==> src/rtl/wdt_pkg.sv <==
package wdt_pkg;
    typedef enum logic [2:0] {
        WD_OFF   = 3'd0,
        WD_WATCH = 3'd1,
        WD_DOZE  = 3'd2,
        WD_BARK  = 3'd3,
        WD_ROUSE = 3'd4
    } wd_state_e;
endpackage

==> src/rtl/wdt_prescaler.sv <==
module wdt_prescaler #(
    parameter int PRE_BITS = 3
) (
    input  logic                clk,
    input  logic                rst_n,
    input  logic                tick,
    input  logic                assign_en,
    input  logic [PRE_BITS-1:0] sel,
    input  logic                restart,
    input  logic                enable,
    output logic                step
);
    localparam int PRE_W = (1 << PRE_BITS) - 1;

    logic [PRE_W-1:0] div_q;
    logic [PRE_W-1:0] mask;
    logic             at_end;

    // Terminal value of the divider is 2^sel - 1.
    always_comb begin
        mask   = PRE_W'((32'd1 << sel) - 32'd1);
        at_end = (div_q >= mask);
    end

    always_ff @(posedge clk or negedge rst_n) begin
        if (!rst_n) begin
            div_q <= '0;
        end else if (restart || !enable || !assign_en) begin
            div_q <= '0;
        end else if (tick) begin
            div_q <= at_end ? '0 : div_q + 1'b1;
        end
    end

    assign step = enable && tick && (!assign_en || at_end);
endmodule

==> src/rtl/wdt_base_counter.sv <==
module wdt_base_counter #(
    parameter int BASE_TICKS = 18
) (
    input  logic clk,
    input  logic rst_n,
    input  logic step,
    input  logic restart,
    input  logic enable,
    output logic expire
);
    localparam int CNT_W = (BASE_TICKS > 2) ? $clog2(BASE_TICKS) : 1;
    localparam logic [CNT_W-1:0] LAST = CNT_W'(BASE_TICKS - 1);

    logic [CNT_W-1:0] cnt_q;

    assign expire = enable && !restart && step && (cnt_q == LAST);

    always_ff @(posedge clk or negedge rst_n) begin
        if (!rst_n) begin
            cnt_q <= '0;
        end else if (!enable || restart || expire) begin
            cnt_q <= '0;
        end else if (step) begin
            cnt_q <= cnt_q + 1'b1;
        end
    end
endmodule

==> src/rtl/wdt_ctrl_fsm.sv <==
module wdt_ctrl_fsm
    import wdt_pkg::*;
(
    input  logic clk,
    input  logic rst_n,
    input  logic expire,
    input  logic asleep,
    input  logic enable,
    input  logic restart,
    output logic dev_rst,
    output logic wake_rst,
    output logic to_flag
);
    wd_state_e cur_q, nxt;
    wd_state_e run_st;

    assign run_st = asleep ? WD_DOZE : WD_WATCH;

    // State register
    always_ff @(posedge clk or negedge rst_n) begin
        if (!rst_n) cur_q <= WD_OFF;
        else        cur_q <= nxt;
    end

    // Next-state logic
    always_comb begin
        nxt = cur_q;
        unique case (cur_q)
            WD_OFF: begin
                if (enable) nxt = run_st;
            end
            WD_WATCH, WD_DOZE: begin
                if (expire) nxt = asleep ? WD_ROUSE : WD_BARK;
                else        nxt = run_st;
            end
            WD_BARK, WD_ROUSE: begin
                nxt = run_st;
            end
            default: nxt = WD_OFF;
        endcase
        if (!enable) nxt = WD_OFF;
    end

    // Outputs
    always_comb begin
        dev_rst  = (cur_q == WD_BARK);
        wake_rst = (cur_q == WD_ROUSE);
    end

    // Timeout status bit
    always_ff @(posedge clk or negedge rst_n) begin
        if (!rst_n)       to_flag <= 1'b1;
        else if (restart) to_flag <= 1'b1;
        else if (expire)  to_flag <= 1'b0;
    end
endmodule

==> src/rtl/wdt_sleepwake.sv <==
module wdt_sleepwake #(
    parameter int BASE_TICKS = 18,
    parameter int PRE_BITS   = 3
) (
    input  logic                clk,
    input  logic                rst_n,
    input  logic                tick,
    input  logic                clr_cmd,
    input  logic                sleep_cmd,
    input  logic                asleep,
    input  logic                wd_enable,
    input  logic                pre_to_wdt,
    input  logic [PRE_BITS-1:0] pre_sel,
    output logic                dev_rst,
    output logic                wake_rst,
    output logic                to_flag
);
    logic restart;
    logic step;
    logic expire;

    assign restart = clr_cmd || sleep_cmd;

    wdt_prescaler #(.PRE_BITS(PRE_BITS)) u_pre (
        .clk       (clk),
        .rst_n     (rst_n),
        .tick      (tick),
        .assign_en (pre_to_wdt),
        .sel       (pre_sel),
        .restart   (restart),
        .enable    (wd_enable),
        .step      (step)
    );

    wdt_base_counter #(.BASE_TICKS(BASE_TICKS)) u_cnt (
        .clk     (clk),
        .rst_n   (rst_n),
        .step    (step),
        .restart (restart),
        .enable  (wd_enable),
        .expire  (expire)
    );

    wdt_ctrl_fsm u_fsm (
        .clk      (clk),
        .rst_n    (rst_n),
        .expire   (expire),
        .asleep   (asleep),
        .enable   (wd_enable),
        .restart  (restart),
        .dev_rst  (dev_rst),
        .wake_rst (wake_rst),
        .to_flag  (to_flag)
    );
endmodule

==> config.mk <==
export PLATFORM = sky130hd
export DESIGN_NAME = wdt_sleepwake
export DESIGN_NICKNAME = d
export VERILOG_FILES = /design/src/rtl/wdt_pkg.sv /design/src/rtl/wdt_prescaler.sv /design/src/rtl/wdt_base_counter.sv /design/src/rtl/wdt_ctrl_fsm.sv /design/src/rtl/wdt_sleepwake.sv
export SDC_FILE = /design/constraint.sdc
export NUM_CORES = 1
export LEC_CHECK = 0
export ABC_AREA = 1
export BUFFER_PORTS_ARGS = -buffer_cell sky130_fd_sc_hd__buf_2
export CAP_MARGIN = 5
export CORE_ASPECT_RATIO = 1.25
export CORE_UTILIZATION = 56
export CTS_BUF_LIST = sky130_fd_sc_hd__clkbuf_16
export DETAILED_ROUTE_END_ITERATION = 16
export PLACE_DENSITY = 0.77
export SYNTH_ARGS = -nofsm -noshare
export SYNTH_HDL_FRONTEND = slang
export SYNTH_SLANG_ARGS = --single-unit
==> constraint.sdc <==
create_clock -name clk -period 2.2 [get_ports clk]
set_input_delay 0.22 -clock clk [delete_from_list [all_inputs] [get_ports clk]]
set_output_delay 0.22 -clock clk [all_outputs]
set_load 0.005 [all_outputs]
==> flow_summary.yaml, run 1 <==
setup_path:
  crit_family: "adder cells"
  cp-end-kind: "register"
  path_max_fanout: 6
  crit_buf_inv: 2
  worst_path_most_repeated_cell: "nand2_1"
  worst-endpoint-required_ns: 2.33
  arrival_ns: 2.02
  crit_chain: "ha_1, nand2_1, inv_1, nand2_1, nand2_1, nand2_2, a21oi_4, nand2_1, inv_1, ha_1, nand2_1, a21oi_1"
  slowest_delay_ns: 0.42
  critPathLaunchType: "register"
  worst_path_max_delay_cell: "dfrtp_1"
  crit_cells: 12
  setup.worst_path.class: "reg2reg"
  reg2reg_depth: 12
clocking:
  clock_latency_ns: 0.24
  cts_made_buffers: 3
  cts_resized: 0
  h-tree-depth: 1
  post_cts_buffers: 0
  clockRootBuffer: "clkbuf_16"
  clockBufferDepth: 2
  cts.sinks: 16
  tritoncts: "yes"
  clk_pin_slew_ns: 0.05
synthesis:
  ys_ff_latch: 16
  synth_edf_count: 0
  ys_top_cells_by_area: "dfrtp_1, nand2_1, ha_1"
  syn_area_per_cell_um2: 7.59
  ys_warn_count: 0
  synth_top_area_frac: 0.334
  yosysSeqAreaShare: 0.357
  yosysTopAreaCell: "dfrtp_1"
  ys_types: 22
  synth_top_flop_cell: "dfrtp_1"
  synthesis.instances: 148
  synth_nets: 170
  synth_area_mm2: 0.00112
  async_flop_share: 1.00
die:
  die_width_um: 42.1
  die_h_um: 52.1
  die-area_mm2: 0.00219
  io_pins: 14
  row_count: 17
  initial_core_util: 0.614
  core-area_mm2: 0.00183
power_and_ir_drop:
  p_switching_w: 0.000155
  power_frac_clock: 0.488
  swShare: 0.216
  p_leak_nw: 0.707
  p_per_area_mw_per_mm2: 552
  peakVddDrop_v: 0.000355
  seqPwrFrac: 0.418
  p_int_w: 0.000563
  pwr-share-comb: 0.094
sta:
  drv_slew: 0
  hold_violations: 0
  slew_headroom: 0.766
  max_freq_ghz: 0.528
  skew_ns: 0.00224
  post-route-period-util: 0.860
  fin_setup_tns_ns: 0
  rsz0062_at_grt: "no"
  worst_pin_slew_ns: 0.350
  setup_violations: 0
  worst_slack_ns: 0.307
  period_minus_slack_ns: 1.89
hold_path:
  hold_depth: 2
  hold_class: "in2reg"
route:
  drt_wl_total_um: 2200
  drt-pass1-iter-count: 4
  wl_per_cell_um: 11.9
  first_iter_violations: 24
  vias_per_cell: 5.49
  drc: 0
  antenna_left: 0
  vias: 1016
outcome:
  outcome: "finished, final reports clean"
global_routing:
  overflow: 0
  grt_start_max_net_pins: 17
  antenna_found_initial: 0
  grt_usage: 0.233
  grt_pass1_vias: 977
  grt_pass1_wl_um: 3880
layout:
  final_nets: 189
  syn_to_final_growth_pct: 15.8
  final_cell_mix: "nand2_1, inv_1, nor2_1, dfrtp_1, buf_2"
  final_common_cell: "nand2_1"
  antenna_cells: 0
  num-fill-cells: 137
  drive_gt1_frac: 0.163
  fin_cells: 185
place:
  pre_cts_slack_ns: 0.222
  routabilityCongestion: 0.879
  portBuffers: 13
  dp_cells: 180
  dp_hpwl_um: 1730
job:
  maxCapViolations: 0
## synthesized netlist by cell type (2+ instances only)
cell type,count
nand2_1,39
inv_1,21
nor2_1,16
dfrtp_1,15
ha_1,11
a21oi_1,9
nand4_1,7
nand3_1,6
o21ai_0,5
xor2_1,5
nand2_2,2
nor2_2,2
## metal layers
| layer | vias up | GRT usage | wire (um) |
|---|---|---|---|
| met5 | - | 0 | 0 |
| met4 | 0 | 0.135 | 56 |
| met3 | 6 | 0.0278 | 67 |
| met2 | 24 | 0.451 | 1180 |
| met1 | 475 | 0.238 | 895 |
| li1 | 511 | - | - |
## cells by family (layout without fill, tap and decap cells)
family | count (synthesis) | after routing | share of synthesized area
xor gates and xnor gates | 5 | 5 | 0.0390
adders and majority gates | 11 | 11 | 0.122
and+or+nand+nor | 77 | 77 | 0.321
buffers and inverters | 23 | 41 | 0.0768
AOI/OAI and AO/OA | 16 | 16 | 0.0835
DFF | 16 | 16 | 0.357
## stage by stage
step | hold slack [ns] | instance area [um^2] | util | total power (W)
floorplan | -0.0756 | 1120 | - | 0.000343
global placement | 0.144 | 1210 | 0.663 | 0.000369
detailed placement | 0.151 | 1210 | 0.663 | 0.000371
CTS | 0.160 | 1300 | 0.711 | 0.000726
global route | 0.176 | 1300 | 0.711 | 0.000744
finish | 0.171 | 1300 | 0.711 | 0.000718
## worst paths after layout
| kind | from | end | slack [ns] |
|---|---|---|---|
| setup / recovery | u_pre.div_q[2] | u_fsm.cur_q[1] | 0.31 |
| hold / removal | asleep | u_fsm.cur_q[0] | 0.17 |
| setup reg to reg | u_pre.div_q[2] | u_fsm.cur_q[1] | 0.31 |
| hold reg to reg | u_fsm.to_flag | u_fsm.to_flag | 0.46 |
| max in group asynchronous | rst_n | u_fsm.to_flag | 1.48 |
| min in group asynchronous | rst_n | u_fsm.cur_q[2] | 0.42 |
## state kept, by name (all words and copies together), names as in the netlist
name / cells
u_pre.div_q: 7
u_fsm.to_flag: 1
u_fsm.cur_q: 3
u_cnt.cnt_q: 5
## repair_timing
item	in CTS	in global routing
hold endpoints to repair	15	0
hold buffers	1	0
endpoints found under the setup margin	0	0
## layout make-up
cell class / count / area (um^2) / area share
multi-input combinational: 109 / 636 / 0.488
sequential: 16 / 402 / 0.309
inverter: 23 / 86.3 / 0.0663
clock buffer: 3 / 75.1 / 0.0577
timing repair buffer: 14 / 75.1 / 0.0577
tap: 19 / 23.8 / 0.0183
clock inverter: 1 / 3.75 / 0.00288
## power by group through the flow
stage	clock network [W]	logic [W]	registers [W]
3_3_place_gp	0	0.0000639	0.000305
5_1_grt	0.000366	0.0000776	0.000300
4_1_cts	0.000358	0.0000683	0.000300
6_report	0.000350	0.0000673	0.000300
2_1_floorplan	0	0.0000388	0.000305
3_5_place_dp	0	0.0000663	0.000305
Note: power is estimated with default switching activity, not from simulation.
==> run 2: changes to the inputs <==
--- a/config.mk
+++ b/config.mk
@@ -6,7 +6,7 @@
 export NUM_CORES = 1
 export LEC_CHECK = 0
 export ABC_AREA = 1
-export BUFFER_PORTS_ARGS = -buffer_cell sky130_fd_sc_hd__buf_2
+export BUFFER_PORTS_ARGS = -buffer_cell sky130_fd_sc_hd__clkbuf_2
 export CAP_MARGIN = 5
 export CORE_ASPECT_RATIO = 1.25
 export CORE_UTILIZATION = 56
==> constraint.sdc (replaced) <==
create_clock -name clk -period 2.2 [get_ports clk]
set_input_delay 0.22 -clock clk [delete_from_list [all_inputs] [get_ports clk]]
set_output_delay 0.22 -clock clk [all_outputs]
set_load 0.02 [all_outputs]
==> flow_summary.yaml, run 2 (synthesized netlist as in run 1, its figures left out) <==
outcome:
  outcome: "finished, final reports clean"
die:
  die-area_mm2: 0.00219
  io_pins: 14
  initial_core_util: 0.614
  die_width_um: 42.1
  row_count: 17
  core-area_mm2: 0.00183
  die_h_um: 52.1
route:
  drt_wl_total_um: 2330
  vias_per_cell: 5.56
  vias: 1029
  first_iter_violations: 16
  drc: 0
  wl_per_cell_um: 12.6
  drt-pass1-iter-count: 4
  antenna_left: 0
setup_path:
  r2r-end: "u_fsm.cur_q[1]"
  reg2reg_setup_slack_ns: 0.25
  arrival_ns: 2.08
  critPathLaunchType: "register"
  crit_path_start: "u_pre.div_q[4]"
  cp-endpoint: "u_fsm.cur_q[1]"
  cp-end-kind: "register"
  r2r_start: "u_pre.div_q[4]"
  path_max_fanout: 6
  setup.worst_path.class: "reg2reg"
  worst-endpoint-required_ns: 2.32
  reg2reg_depth: 10
layout:
  top_register: "u_pre.div_q"
  largest_reg_flops: 7
  reg_top3: "u_pre.div_q: 7 flops, u_cnt.cnt_q: 5 flops, u_fsm.cur_q: 3 flops"
  final_cell_mix: "nand2_1, inv_1, nor2_1, dfrtp_1, clkbuf_2"
  fin_cells: 185
  final_common_cell: "nand2_1"
  antenna_cells: 0
  drive_gt1_frac: 0.163
  num-fill-cells: 153
  final_nets: 189
  syn_to_final_growth_pct: 15.8
power_and_ir_drop:
  p_leak_nw: 0.708
  p_per_area_mw_per_mm2: 555
  design_power_total_w: 0.000722
  peakVddDrop_v: 0.000457
sta:
  drv_slew: 0
  worst_pin_slew_ns: 0.386
  max_freq_ghz: 0.512
  skew_ns: 0.00377
  period_minus_slack_ns: 1.95
  post-route-period-util: 0.889
  hold_violations: 0
  setup_violations: 0
  fin_setup_tns_ns: 0
  rsz0062_at_grt: "no"
  slew_headroom: 0.743
clocking:
  cts_resized: 0
  clockRootBuffer: "clkbuf_16"
  cts.sinks: 16
  clockBufferDepth: 2
  cts_hold_buf: 1
  clk_pin_slew_ns: 0.05
  cts_made_buffers: 3
  post_cts_buffers: 0
  h-tree-depth: 1
  tritoncts: "yes"
  clock_latency_ns: 0.24
global_routing:
  grt_pass1_wl_um: 4000
  grt_start_max_net_pins: 17
  overflow: 0
  antenna_found_initial: 0
  grt_pass1_vias: 969
  grt_usage: 0.245
job:
  maxCapViolations: 0
hold_path:
  hold_class: "in2reg"
place:
  routabilityCongestion: 0.878
  dp_hpwl_um: 1870
  dp_cells: 180
  portBuffers: 13
run 2: report_power, final:
part | switching, W | total, W | leakage, nW | internal (W)
Clock | 0.000112 | 0.000353 | 0.0385 | 0.000241
Sequential | 0.00000210 | 0.000300 | 0.218 | 0.000298
Combinational | 0.0000449 | 0.0000687 | 0.452 | 0.0000238
run 2: final cells by class:
| cell class | instances | area (um^2) | area share |
|---|---|---|---|
| flip-flops and latches | 16 | 402 | 0.309 |
| multi-input cells | 109 | 636 | 0.488 |
| repair buffers | 14 | 75.1 | 0.0577 |
| clock buffers | 3 | 75.1 | 0.0577 |
| clock inverters | 1 | 3.75 | 0.00288 |
| well taps | 19 | 23.8 | 0.0183 |
| inverters | 23 | 86.3 | 0.0663 |
run 2: worst min-delay path by stage:
stage / from / to / cells after the start
final: asleep / u_fsm.cur_q[0] / 2
after global routing: asleep / u_fsm.cur_q[0] / 2
after global placement: rst_n / u_cnt.cnt_q[2] / 1
after CTS: asleep / u_fsm.cur_q[0] / 2
after floorplan: rst_n / u_cnt.cnt_q[0] / 0
after detailed placement: rst_n / u_cnt.cnt_q[2] / 1
run 2: metal layers:
layer	vias up	share of wire	global-route usage	wire [um]
met5	-	0	0	0
met2	32	0.53	0.456	1240
met1	474	0.39	0.243	896
met4	0	0.049	0.193	114
met3	12	0.031	0.0313	72
li1	511	-	-	-
run 2: per-stage QoR:
step / utilization / setup slack [ns] / hold slack [ns] / instance area (um^2)
4_1_cts: 0.711 / 0.259 / 0.166 / 1300
5_1_grt: 0.711 / 0.128 / 0.166 / 1300
3_5_place_dp: 0.663 / 0.186 / 0.160 / 1210
2_1_floorplan: - / 0.451 / -0.0756 / 1120
3_3_place_gp: 0.663 / 0.292 / 0.155 / 1210
6_report: 0.711 / 0.245 / 0.163 / 1300
run 2: worst max-delay path, stage by stage, from the launching register on:
cell	delay [ns]
dfrtp_1	0.41
ha_1	0.32
nand2_1	0.06
a21oi_1	0.24
nor2_4	0.10
a21oi_4	0.20
nand2_1	0.10
inv_1	0.06
ha_1	0.21
nand2_1	0.06
a21oi_1	0.06
